--- config.mk ---
export PLATFORM = sky130hd
export DESIGN_NAME = irq_ack_ctrl
export DESIGN_NICKNAME = d
export VERILOG_FILES = /design/src/rtl/irqack_pkg.sv /design/src/rtl/irqack_prio_tree.sv /design/src/rtl/irqack_link_store.sv /design/src/rtl/irq_ack_ctrl.sv
export SDC_FILE = /design/constraint.sdc
export NUM_CORES = 2
export LEC_CHECK = 0
export ABC_AREA = 1
export BUFFER_PORTS_ARGS = -buffer_cell sky130_fd_sc_hd__buf_2
export CAP_MARGIN = 10
export CORE_MARGIN = 8
export CORE_UTILIZATION = 40
export DETAILED_ROUTE_END_ITERATION = 12
export GPL_ROUTABILITY_DRIVEN = 0
export GPL_TIMING_DRIVEN = 0
export RECOVER_POWER = 50
export REMOVE_ABC_BUFFERS = 1
export SETUP_SLACK_MARGIN = 0.15
export SKIP_CTS_REPAIR_TIMING = 1
export SLEW_MARGIN = 15
export SYNTH_ARGS = -nofsm -noshare
export SYNTH_HDL_FRONTEND = slang
export SYNTH_HIERARCHICAL = 1
export SYNTH_SLANG_ARGS = --single-unit
--- constraint.sdc ---
create_clock -name clk -period 5.2 [get_ports clk]
set_input_delay 0 -clock clk [delete_from_list [all_inputs] [get_ports clk]]
set_output_delay 0 -clock clk [all_outputs]
set_load 0.02 [all_outputs]
--- src/rtl/irqack_pkg.sv ---
package irqack_pkg;

    localparam int ID_W = 10;
    localparam logic [ID_W-1:0] IDLE_ID = 10'd1023;

    localparam logic [7:0] OFS_CTRL = 8'h00;
    localparam logic [7:0] OFS_MASK = 8'h04;
    localparam logic [7:0] OFS_ACK  = 8'h0C;
    localparam logic [7:0] OFS_EOI  = 8'h10;
    localparam logic [7:0] OFS_RPRI = 8'h14;
    localparam logic [7:0] OFS_HPND = 8'h18;

    typedef enum logic [1:0] {
        ST_IDLE = 2'd0,
        ST_RUN  = 2'd1,
        ST_WALK = 2'd2
    } ack_state_t;

endpackage

--- src/rtl/irqack_prio_tree.sv ---
module irqack_prio_tree #(
    parameter int NUM_IRQ = 32,
    parameter int PRIO_W  = 8,
    parameter int IDX_W   = 5
) (
    input  logic [NUM_IRQ-1:0]        cand,
    input  logic [NUM_IRQ*PRIO_W-1:0] prio_flat,
    output logic                      best_valid,
    output logic [IDX_W-1:0]          best_idx,
    output logic [PRIO_W-1:0]         best_prio
);

    localparam int LEAVES = 1 << IDX_W;
    localparam int NODES  = 2 * LEAVES;

    logic              nv [1:NODES-1];
    logic [PRIO_W-1:0] np [1:NODES-1];
    logic [IDX_W-1:0]  ni [1:NODES-1];

    // Leaves: real inputs, then padding that never wins.
    for (genvar g = 0; g < LEAVES; g++) begin : g_leaf
        if (g < NUM_IRQ) begin : g_real
            assign nv[LEAVES+g] = cand[g];
            assign np[LEAVES+g] = prio_flat[g*PRIO_W +: PRIO_W];
            assign ni[LEAVES+g] = IDX_W'(g);
        end else begin : g_pad
            assign nv[LEAVES+g] = 1'b0;
            assign np[LEAVES+g] = '1;
            assign ni[LEAVES+g] = IDX_W'(g);
        end
    end

    // Inner nodes: the left subtree holds lower IDs, so it wins ties.
    for (genvar k = 1; k < LEAVES; k++) begin : g_node
        logic take_l;
        assign take_l = nv[2*k] && (!nv[2*k+1] || (np[2*k] <= np[2*k+1]));
        assign nv[k]  = nv[2*k] | nv[2*k+1];
        assign np[k]  = take_l ? np[2*k] : np[2*k+1];
        assign ni[k]  = take_l ? ni[2*k] : ni[2*k+1];
    end

    assign best_valid = nv[1];
    assign best_idx   = ni[1];
    assign best_prio  = np[1];


    always_comb begin
        if (best_valid) begin
            tree_pick_chk: assert (cand[best_idx]);
        end
    end

endmodule

--- src/rtl/irqack_link_store.sv ---
module irqack_link_store #(
    parameter int NUM_IRQ = 32,
    parameter int ID_W    = 10,
    parameter int IDX_W   = 5
) (
    input  logic             clk,
    input  logic             rst_n,
    input  logic             wr_en,
    input  logic [IDX_W-1:0] wr_idx,
    input  logic [ID_W-1:0]  wr_data,
    input  logic [IDX_W-1:0] rd_a_idx,
    output logic [ID_W-1:0]  rd_a_data,
    input  logic [IDX_W-1:0] rd_b_idx,
    output logic [ID_W-1:0]  rd_b_data
);

    logic [ID_W-1:0] link_mem [NUM_IRQ];

    always_ff @(posedge clk or negedge rst_n) begin
        if (!rst_n) begin
            for (int i = 0; i < NUM_IRQ; i++) begin
                link_mem[i] <= '1;
            end
        end else if (wr_en) begin
            link_mem[wr_idx] <= wr_data;
        end
    end

    assign rd_a_data = link_mem[rd_a_idx];
    assign rd_b_data = link_mem[rd_b_idx];

endmodule

--- src/rtl/irq_ack_ctrl.sv ---
module irq_ack_ctrl
    import irqack_pkg::*;
#(
    parameter int NUM_IRQ = 32,
    parameter int PRIO_W  = 8
) (
    input  logic                      clk,
    input  logic                      rst_n,
    input  logic                      dist_enable,
    input  logic [NUM_IRQ-1:0]        irq_enable,
    input  logic [NUM_IRQ-1:0]        irq_pending,
    input  logic [NUM_IRQ-1:0]        irq_level,
    input  logic [NUM_IRQ-1:0]        irq_edge,
    input  logic [NUM_IRQ-1:0]        irq_here,
    input  logic [NUM_IRQ-1:0]        irq_one_of_n,
    input  logic [NUM_IRQ*PRIO_W-1:0] irq_prio,
    input  logic                      reg_rd,
    input  logic                      reg_wr,
    input  logic [7:0]                reg_addr,
    input  logic [31:0]               reg_wdata,
    output logic [31:0]               reg_rdata,
    output logic                      irq_req,
    output logic                      pend_clr_valid,
    output logic [ID_W-1:0]           pend_clr_id,
    output logic                      pend_clr_all,
    output logic                      pend_set_valid,
    output logic [ID_W-1:0]           pend_set_id
);

    localparam int IDX_W = (NUM_IRQ > 1) ? $clog2(NUM_IRQ) : 1;
    localparam int RP_W  = PRIO_W + 1;
    localparam logic [RP_W-1:0]   RP_IDLE  = {1'b1, {PRIO_W{1'b0}}};
    localparam logic [PRIO_W-1:0] MASK_RST = PRIO_W'(8'hF0);

    ack_state_t        state, nstate;
    logic              cpu_en;
    logic [PRIO_W-1:0] mask;
    logic [ID_W-1:0]   run_id;
    logic [RP_W-1:0]   run_prio;
    logic [IDX_W-1:0]  cursor;
    logic [ID_W-1:0]   target;

    logic              best_valid;
    logic [IDX_W-1:0]  best_idx;
    logic [PRIO_W-1:0] best_prio;
    logic              qual, preempt;
    logic [ID_W-1:0]   hp_id;

    logic              ack_ok, eoi_wr, eoi_is_run, eoi_repend;
    logic [ID_W-1:0]   eoi_id;
    logic [IDX_W-1:0]  eoi_idx;
    logic [IDX_W-1:0]  lk_a_idx;
    logic [ID_W-1:0]   link_a, link_b;
    logic              walk_hit, walk_done;
    logic              lk_we;
    logic [IDX_W-1:0]  lk_widx;
    logic [ID_W-1:0]   lk_wdata;
    logic [31-ID_W:0]  unused_wdata;

    assign unused_wdata = reg_wdata[31:ID_W];

    function automatic logic [PRIO_W-1:0] prio_at(input logic [IDX_W-1:0] idx);
        return irq_prio[int'(idx)*PRIO_W +: PRIO_W];
    endfunction

    // ---------------- selection ----------------
    irqack_prio_tree #(
        .NUM_IRQ (NUM_IRQ),
        .PRIO_W  (PRIO_W),
        .IDX_W   (IDX_W)
    ) u_tree (
        .cand       (irq_enable & irq_pending),
        .prio_flat  (irq_prio),
        .best_valid (best_valid),
        .best_idx   (best_idx),
        .best_prio  (best_prio)
    );

    assign qual    = dist_enable && cpu_en && best_valid && (best_prio <= mask);
    assign hp_id   = qual ? ID_W'(best_idx) : IDLE_ID;
    assign preempt = qual && ({1'b0, best_prio} < run_prio);

    // ---------------- register decode ----------------
    assign eoi_id     = reg_wdata[ID_W-1:0];
    assign eoi_idx    = eoi_id[IDX_W-1:0];
    assign ack_ok     = reg_rd && !reg_wr && (reg_addr == OFS_ACK) &&
                        (state != ST_WALK) && preempt;
    assign eoi_wr     = reg_wr && (reg_addr == OFS_EOI) && (state == ST_RUN);
    assign eoi_is_run = (eoi_id == run_id);
    assign eoi_repend = eoi_wr && (int'(eoi_id) < NUM_IRQ) && !irq_edge[eoi_idx] &&
                        irq_enable[eoi_idx] && irq_level[eoi_idx] && irq_here[eoi_idx];

    // ---------------- preemption chain ----------------
    assign lk_a_idx  = (state == ST_WALK) ? cursor : run_id[IDX_W-1:0];
    assign walk_hit  = (link_a != IDLE_ID) && (link_a == target);
    assign walk_done = (link_a == IDLE_ID) || walk_hit;

    always_comb begin
        lk_we    = 1'b0;
        lk_widx  = best_idx;
        lk_wdata = run_id;
        if (ack_ok) begin
            lk_we = 1'b1;
        end else if ((state == ST_WALK) && walk_hit) begin
            lk_we    = 1'b1;
            lk_widx  = cursor;
            lk_wdata = link_b;
        end
    end

    irqack_link_store #(
        .NUM_IRQ (NUM_IRQ),
        .ID_W    (ID_W),
        .IDX_W   (IDX_W)
    ) u_links (
        .clk       (clk),
        .rst_n     (rst_n),
        .wr_en     (lk_we),
        .wr_idx    (lk_widx),
        .wr_data   (lk_wdata),
        .rd_a_idx  (lk_a_idx),
        .rd_a_data (link_a),
        .rd_b_idx  (target[IDX_W-1:0]),
        .rd_b_data (link_b)
    );

    // ---------------- FSM ----------------
    always_comb begin
        nstate = state;
        unique case (state)
            ST_IDLE: begin
                if (ack_ok) nstate = ST_RUN;
            end
            ST_RUN: begin
                if (eoi_wr) begin
                    if (!eoi_is_run)              nstate = ST_WALK;
                    else if (link_a == IDLE_ID)   nstate = ST_IDLE;
                end
            end
            ST_WALK: begin
                if (walk_done) nstate = ST_RUN;
            end
            default: nstate = ST_IDLE;
        endcase
    end

    always_ff @(posedge clk or negedge rst_n) begin
        if (!rst_n) state <= ST_IDLE;
        else        state <= nstate;
    end

    // ---------------- datapath registers ----------------
    always_ff @(posedge clk or negedge rst_n) begin
        if (!rst_n) begin
            cpu_en   <= 1'b0;
            mask     <= MASK_RST;
            run_id   <= IDLE_ID;
            run_prio <= RP_IDLE;
            cursor   <= '0;
            target   <= IDLE_ID;
        end else begin
            if (reg_wr && (reg_addr == OFS_CTRL)) cpu_en <= reg_wdata[0];
            if (reg_wr && (reg_addr == OFS_MASK)) mask   <= reg_wdata[PRIO_W-1:0];
            if (ack_ok) begin
                run_id   <= hp_id;
                run_prio <= {1'b0, best_prio};
            end else if (eoi_wr) begin
                if (eoi_is_run) begin
                    run_id   <= link_a;
                    run_prio <= (link_a == IDLE_ID) ? RP_IDLE
                                                    : {1'b0, prio_at(link_a[IDX_W-1:0])};
                end else begin
                    cursor <= run_id[IDX_W-1:0];
                    target <= eoi_id;
                end
            end else if ((state == ST_WALK) && !walk_done) begin
                cursor <= link_a[IDX_W-1:0];
            end
        end
    end

    // ---------------- registered outputs ----------------
    always_ff @(posedge clk or negedge rst_n) begin
        if (!rst_n) begin
            reg_rdata      <= '0;
            irq_req        <= 1'b0;
            pend_clr_valid <= 1'b0;
            pend_clr_id    <= '0;
            pend_clr_all   <= 1'b0;
            pend_set_valid <= 1'b0;
            pend_set_id    <= '0;
        end else begin
            irq_req        <= preempt;
            pend_clr_valid <= ack_ok;
            pend_clr_id    <= hp_id;
            pend_clr_all   <= irq_one_of_n[best_idx];
            pend_set_valid <= eoi_repend;
            pend_set_id    <= eoi_id;
            if (reg_rd) begin
                case (reg_addr)
                    OFS_CTRL: reg_rdata <= {31'b0, cpu_en};
                    OFS_MASK: reg_rdata <= 32'(mask);
                    OFS_ACK:  reg_rdata <= ack_ok ? 32'(hp_id) : 32'(IDLE_ID);
                    OFS_RPRI: reg_rdata <= 32'(run_prio);
                    OFS_HPND: reg_rdata <= 32'(hp_id);
                    default:  reg_rdata <= '0;
                endcase
            end
        end
    end

    // ---------------- assertions ----------------
    logic [IDX_W+1:0] walk_cnt;
    always_ff @(posedge clk or negedge rst_n) begin
        if (!rst_n)                walk_cnt <= '0;
        else if (state == ST_WALK) walk_cnt <= walk_cnt + 1'b1;
        else                       walk_cnt <= '0;
    end


    req_gate_chk: assert property (@(posedge clk) disable iff (!rst_n)
        !$past(dist_enable && cpu_en) |-> !irq_req);


    idle_prio_chk: assert property (@(posedge clk) disable iff (!rst_n)
        (run_id == IDLE_ID) == (run_prio == RP_IDLE));


    ack_pulse_chk: assert property (@(posedge clk) disable iff (!rst_n)
        pend_clr_valid |-> (run_id == pend_clr_id) && (reg_rdata[ID_W-1:0] == pend_clr_id));


    idle_eoi_chk: assert property (@(posedge clk) disable iff (!rst_n)
        (($past(state) == ST_IDLE) && $past(reg_wr && (reg_addr == OFS_EOI)))
        |-> ((run_id == IDLE_ID) && !pend_set_valid));


    walk_hold_chk: assert property (@(posedge clk) disable iff (!rst_n)
        ($past(state) == ST_WALK) |-> (run_id == $past(run_id)));


    walk_len_chk: assert property (@(posedge clk) disable iff (!rst_n)
        int'(walk_cnt) <= NUM_IRQ);

endmodule

* Word-level counts from Yosys, hierarchy flattened *
Index checks and enable logic that the tools add are counted.

cells by class
  mux-type cells = 107
  eq/ne operators = 17
  order comparisons = 40
  shift operators = 1
  reduce and logical (&&, ||, !) cells = 127
  bitwise gates (word level) = 37

operator list
  cell                                                         number
  bitwise mux 320 bit                                          1
  less-or-equal comparator 8 bit                               32
  variable part select 256 x 9 -> 8 bit                        1
  two-way mux 8 bit                                            31
  two-way mux 10 bit                                           12
  binary-select mux 10 bit (select 5 bit)                      2
  logical AND 1 bit                                            52
  demux 10 bit (select 5 bit)                                  1
  case mux 10 bit (5 select lines)                             1
  two-way mux 9 bit                                            4
  two-way mux 5 bit                                            7
  zero test 1 bit                                              34
  bitwise AND 32 bit                                           1
  logical OR 1 bit                                             32
  bitwise OR 1 bit                                             31
  two-way mux 2 bit                                            13
  binary-select mux 1 bit (select 5 bit)                       5
  equality test 8 x 5 -> 1 bit (second input constant)         3
  two-way mux 1 bit                                            23
  equality test 10 bit                                         2
  greater-or-equal comparator 6 bit (second input constant)    3
  NOT 5 -> 6 bit                                               3
  less-than comparator 5 x 6 -> 1 bit (second input constant)  2
  two-way mux 3 bit                                            4
  20 further kinds                                             29

word-level totals
  register bits after elaboration = 421
  input port bits = 493

* Longest topological paths before layout *
  depth in word-level cells = 32
  gate-level depth with buffers = 86
  gate-level depth less buffers = 80

* Cells and area by module *
The synthesis kept the hierarchy.

modules (own cells, without submodules)
  module             cells an instance  instances  area an instance (um^2)
  irqack_link_store  2641               1          18597.8
  irqack_prio_tree   1676               1          9830.7
  irq_ack_ctrl       1408               1          8122.8

* Worst setup path before layout *
No wires, ideal clock.

  path type = in2reg
  start point = in irq_prio[89]
  end point = reg u_links/link_mem[319] (netlist bit)
  stages = 65
  arrival = 9.120 ns
  path slack = -4.017 ns
  path buffers = 6
  path through = inv_1 > ha_1 > inv_1 > nor2_1 > nor2_1 > o21a_1 > o211ai_1 > o311ai_1 > nand2_1 > clkbuf_1 > o21ai_0 > ha_1 > nand2_1 > nor3_1 > nand3_1 > a31oi_1 > clkbuf_1 > o21ai_0 > (+29 left out) > clkbuf_1 > nand3_1 > nand2_1 > ha_1 > nand2_1 > nor2_1 > nand4_1 > a21oi_2 > nand2_2 > nor2_4 > inv_1 > nand2_1 > inv_1 > nor3_2 > nand2_1 > clkbuf_1 > nand2_1 > o21ai_0

between the ends
  elaborated cells between the ends (all ways) = 41
  classes of those cells = order compare (9); mux (17); bitwise (1); reduce/logical (14)

RTL lines
  element                          line                     text
  from (decl)                      irq_ack_ctrl.sv:16       input logic [NUM_IRQ*PRIO_W-1:0] irq_prio,
  less-or-equal comparator 8 bit   irqack_prio_tree.sv:36   assign take_l = nv[2*k] && (!nv[2*k+1] || (np[2*k] <= np[2*k+1]));
  logical OR 1 bit                 irqack_prio_tree.sv:36
  logical AND 1 bit                irqack_prio_tree.sv:36
  two-way mux 8 bit *              irqack_prio_tree.sv:38   assign np[k] = take_l ? np[2*k] : np[2*k+1];
  less-or-equal comparator 8 bit   irqack_prio_tree.sv:36
  logical OR 1 bit                 irqack_prio_tree.sv:36
  logical AND 1 bit                irqack_prio_tree.sv:36
  two-way mux 8 bit *              irqack_prio_tree.sv:38
  (+11 left out)                   n/a
  two-way mux 8 bit *              irqack_prio_tree.sv:38
  net best_prio[7]                 irq_ack_ctrl.sv:45       logic [PRIO_W-1:0] best_prio;
  less-or-equal comparator 8 bit   irq_ack_ctrl.sv:79       assign qual = dist_enable && cpu_en && best_valid && (best_prio <= mask);
  logical AND 1 bit                irq_ack_ctrl.sv:79
  logical AND 1 bit *              irq_ack_ctrl.sv:81       assign preempt = qual && ({1'b0, best_prio} < run_prio);
  logical AND 1 bit *              irq_ack_ctrl.sv:87       (state != ST_WALK) && preempt;
  two-way mux 1 bit *              irq_ack_ctrl.sv:102      if (ack_ok) begin
  net lk_we                        irq_ack_ctrl.sv:55       logic lk_we;
  to (signal, indexed assignment)  irqack_link_store.sv:25  link_mem[wr_idx] <= wr_data;
  to (decl)                        irqack_link_store.sv:17  logic [ID_W-1:0] link_mem [NUM_IRQ];

The timed path passes the listed nets; every way through them passes the cells marked *.
A chain may end at the register's enable or synchronous reset.

* Final worst setup path *
  start point = in irq_prio[203]
  end point = reg u_links/link_mem[139] (netlist bit)

between the ends
  elaborated cells between the ends (all ways) = 41
  classes of those cells = order compare (9); mux (17); bitwise (1); reduce/logical (14)

RTL lines
  element                                                                                                         line                     text
  less-or-equal comparator 8 bit                                                                                  irqack_prio_tree.sv:36
  logical OR 1 bit                                                                                                irqack_prio_tree.sv:36
  logical AND 1 bit                                                                                               irqack_prio_tree.sv:36
  two-way mux 8 bit *                                                                                             irqack_prio_tree.sv:38
  less-or-equal comparator 8 bit                                                                                  irqack_prio_tree.sv:36
  logical OR 1 bit                                                                                                irqack_prio_tree.sv:36
  logical AND 1 bit                                                                                               irqack_prio_tree.sv:36
  two-way mux 8 bit *                                                                                             irqack_prio_tree.sv:38
  (+12 left out)                                                                                                  n/a
  net best_idx[4]                                                                                                 irq_ack_ctrl.sv:44       logic [IDX_W-1:0] best_idx;
  two-way mux 5 bit                                                                                               irq_ack_ctrl.sv:104      end else if ((state == ST_WALK) && walk_hit) begin
  two-way mux 5 bit *                                                                                             irq_ack_ctrl.sv:102
  NOT 5 -> 6 bit (implied by the code) *                                                                          irqack_link_store.sv:25
  greater-or-equal comparator 6 bit (implied by the code) or less-than comparator 6 x 1 -> 1 bit (tied branches)  irqack_link_store.sv:25
  logical AND 1 bit (implied by the code)                                                                         irqack_link_store.sv:25
  two-way mux 10 bit (implied by the code)                                                                        irqack_link_store.sv:25
  demux 10 bit (select 5 bit) *                                                                                   irqack_link_store.sv:25
  bitwise mux 320 bit *                                                                                           irqack_link_store.sv:25

Marked as above.

==> impl_metrics.tcl <==
set metrics [dict create \
    status "finished with violations" \
    violations "hold timing, capacitance limit, slew limit, setup timing" \
    cts_buffers 47 \
    synthCells 5725 \
    p_per_area_nw_per_um2 331 \
    cp.required_ns 5.69 \
    syn_area_um2 36600 \
    nNetsFinal 6917 \
    drtAntennaViolNets 0 \
    via_per_inst 5.59 \
    synth-edff-count 0 \
    clk_pin_slew_ns 0.06 \
    wire_per_inst_um 21.3 \
    place_hpwl_um 108000 \
    crit_type "input port to flop" \
    cp_data_arrival_time_ns 10.04 \
    drv_slew 106 \
    slowest_stage "a21oi_4" \
    synth_ff_type "dfstp_2" \
    die_y_um 318 \
    irDropWorstVdd_v 0.000358 \
    drive_above_1_share_pct 26.0 \
    hold_viol_final 2 \
    endpoint_kind "flop" \
    cts_root_buf "clkbuf_16" \
    pin_count 549 \
    grt_pass1_wl_um 224000 \
    avgSynthCellArea_um2 6.38 \
    pre_cts_slack_ns -8.23 \
    multi_input_area_um2 24900 \
    start_util_pct 40.1 \
    rsz0062_at_grt "true" \
    syn_to_final_growth_pct 23.2 \
    synth_cell_types 61 \
    htree_levels 2 \
    critical_path.most_common_cell "nand2_4" \
    yosysWarnings 6 \
    setup_slack_ns -4.34 \
    clk_latency_ns 0.60 \
    drc 0 \
    leakagePower_uw 0.0210 \
    fin_hold_ws_ns -0.0417 \
    grt_use_total_pct 28.0 \
    hold_path_class "input port to flop" \
    maxSlewHeadroom_pct -207 \
    core.rowCount 111 \
    core_area_um2 91100 \
    die_x_um 318 \
    tightest_slew_ns 4.61 \
    clock-sinks 395 \
    nFillCells 9260 \
    min_period_over_period_pct 184 \
    dieArea_um2 101000 \
    dr.pass1.iters 6 \
    cts.path.max_buffers 3 \
    grt_max_degree 114 \
    yosysSeqAreaShare_pct 28.2 \
    seqCellArea_um2 10300 \
    max_stage_delay_ns 0.35 \
    min_period_ns 9.54 \
    max_freq_mhz 105 \
    clock_skew_ns 0.0233 \
    path_max_fanout 20 \
    maxCapViolations 2 \
    grt_overflow 0 \
    setup.worst_path.start_class "input port" \
    ys_ff_latch 395 \
    numPortBuffers 504 \
    vias 41300 \
    synthArstFlopShare_pct 100 \
    first_global_vias 36600 \
    drt_wl_total_um 157000 \
    antenna_found_initial 18 \
    final_util_pct 49.4 \
    tns_ns -1527.80 \
    drt_iter0_markers 3942 \
    final-setup-viol-count 365 \
    tritoncts "yes" \
]
==> routing by layer <==
metal,global-route usage [%],routed length (um),vias up
met1,34.8,61700,19200
met4,13.0,8860,4
met5,0,27,-
met2,47.1,74100,1903
met3,5.06,12600,440
li1,-,-,19800
==> logic make-up after synthesis <==
kind of cell | after synthesis | share of synthesized area (%)
DFF | 395 | 28.2
AOI/OAI and AO/OA | 978 | 14.9
buffers and inverters | 796 | 9.23
adders and majority gates | 257 | 8.80
other | 1 | 0.0103
muxes | 1 | 0.0308
and+or+nand+nor | 3293 | 38.7
xor gates and xnor gates | 4 | 0.0959
==> critical path, delay by kind of cell <==
family	cells	cell delay (ns)
buffers and inverters	13	1.77
AO/OA/AOI/OAI	19	3.57
adder cells (fa/ha/maj)	5	1.33
AND/OR/NAND/NOR	28	3.30
==> final cells by class <==
| class | count | area share (%) |
|---|---|---|
| Multi-Input combinational cell | 4574 | 55.3 |
| Sequential cell | 395 | 22.9 |
| Timing Repair Buffer | 713 | 10.9 |
| Inverter | 427 | 3.79 |
| Tap cell | 1186 | 3.29 |
| Clock buffer | 65 | 3.06 |
| Clock inverter | 22 | 0.558 |
| Timing Repair inverter | 9 | 0.133 |
| Antenna cell | 6 | 0.0333 |
==> sequential cells by signal, indices dropped and copies added, names as in the netlist <==
register	count
pend_clr_all	1
reg_rdata	10
run_id	10
u_links/link_mem	320
target	10
mask	8
pend_clr_valid	1
run_prio	9
pend_clr_id	6
cursor	5
irq_req	1
pend_set_id	10
pend_set_valid	1
cpu_en	1
state	2
==> final timing paths <==
path                                       from               endpoint  slack [ns]  depth (start not counted)
worst max-delay path              irq_prio[203]  u_links/link_mem[139]       -4.34                         65
worst min-delay path            irq_one_of_n[4]           pend_clr_all       -0.04                          5
worst max register to register         state[0]  u_links/link_mem[139]       -3.61                         29
worst min register to register     reg_rdata[9]           reg_rdata[9]        0.48                          2
max in group asynchronous                 rst_n  u_links/link_mem[284]           0                          4
min in group asynchronous                 rst_n           reg_rdata[1]        1.63                          2
==> layout by cell type, fill, tap and decap left out, types with 65 or more instances in the layout <==
cell type and instances:
a21oi_2 72, o21ai_0 366, o21ai_1 214, nand2_1 1786
nand3_1 702, inv_1 362, nand2_2 65, dfstp_2 342
nor2_1 453, a21oi_1 128, buf_2 491, ha_1 237
buf_4 133
==> Yosys cell counts, types with 5 or more instances <==
library cell | instances | share of area, %
nand2_1 | 1866 | 19
nand3_1 | 720 | 9.9
o21ai_0 | 558 | 7.6
nor2_1 | 464 | 4.8
inv_1 | 395 | 4.1
dfstp_2 | 345 | 25
ha_1 | 257 | 8.8
clkbuf_1 | 193 | 2.0
a21oi_1 | 153 | 2.1
buf_2 | 83 | 1.1
o21ai_1 | 83 | 1.1
nand4_1 | 59 | 1.0
buf_4 | 56 | 1.2
a21oi_2 | 52 | 1.2
dfrtp_1 | 50 | 3.4
o211ai_1 | 48 | 0.99
nand2_2 | 34 | 0.58
buf_1 | 29 | 0.30
and2_1 | 24 | 0.41
inv_2 | 23 | 0.24
nor3_1 | 22 | 0.30
nand3_2 | 21 | 0.58
nand3b_1 | 18 | 0.37
nand2_4 | 15 | 0.46
or2_2 | 12 | 0.21
o221ai_1 | 11 | 0.26
nor3_2 | 10 | 0.27
o21a_1 | 10 | 0.21
o22ai_1 | 10 | 0.17
a31oi_1 | 8 | 0.14
o21ai_2 | 8 | 0.19
buf_6 | 7 | 0.22
clkinv_1 | 7 | 0.072
o21bai_1 | 7 | 0.14
nor2_4 | 6 | 0.18
a211oi_1 | 5 | 0.10
a21o_1 | 5 | 0.10
nor2_2 | 5 | 0.086
nor3_4 | 5 | 0.22
==> per-stage QoR <==
step	total power [uW]	area [um2]	hold WS (ns)	cells
after floorplan	6990	34900	-0.296	5377
after global placement	8880	38900	0.221	7067
after detailed placement	8980	39800	0.0687	7098
after CTS	12500	41400	-0.576	7185
after global routing	15700	45000	0.00605	7396
final	14900	45000	-0.0417	7397
==> power breakdown <==
part	internal (uW)	switching [uW]	total, uW
combinational	2850	5400	8250
clock	2100	1400	3500
sequential	3130	38.0	3170
No activity file was read; power rests on OpenSTA's default activity.
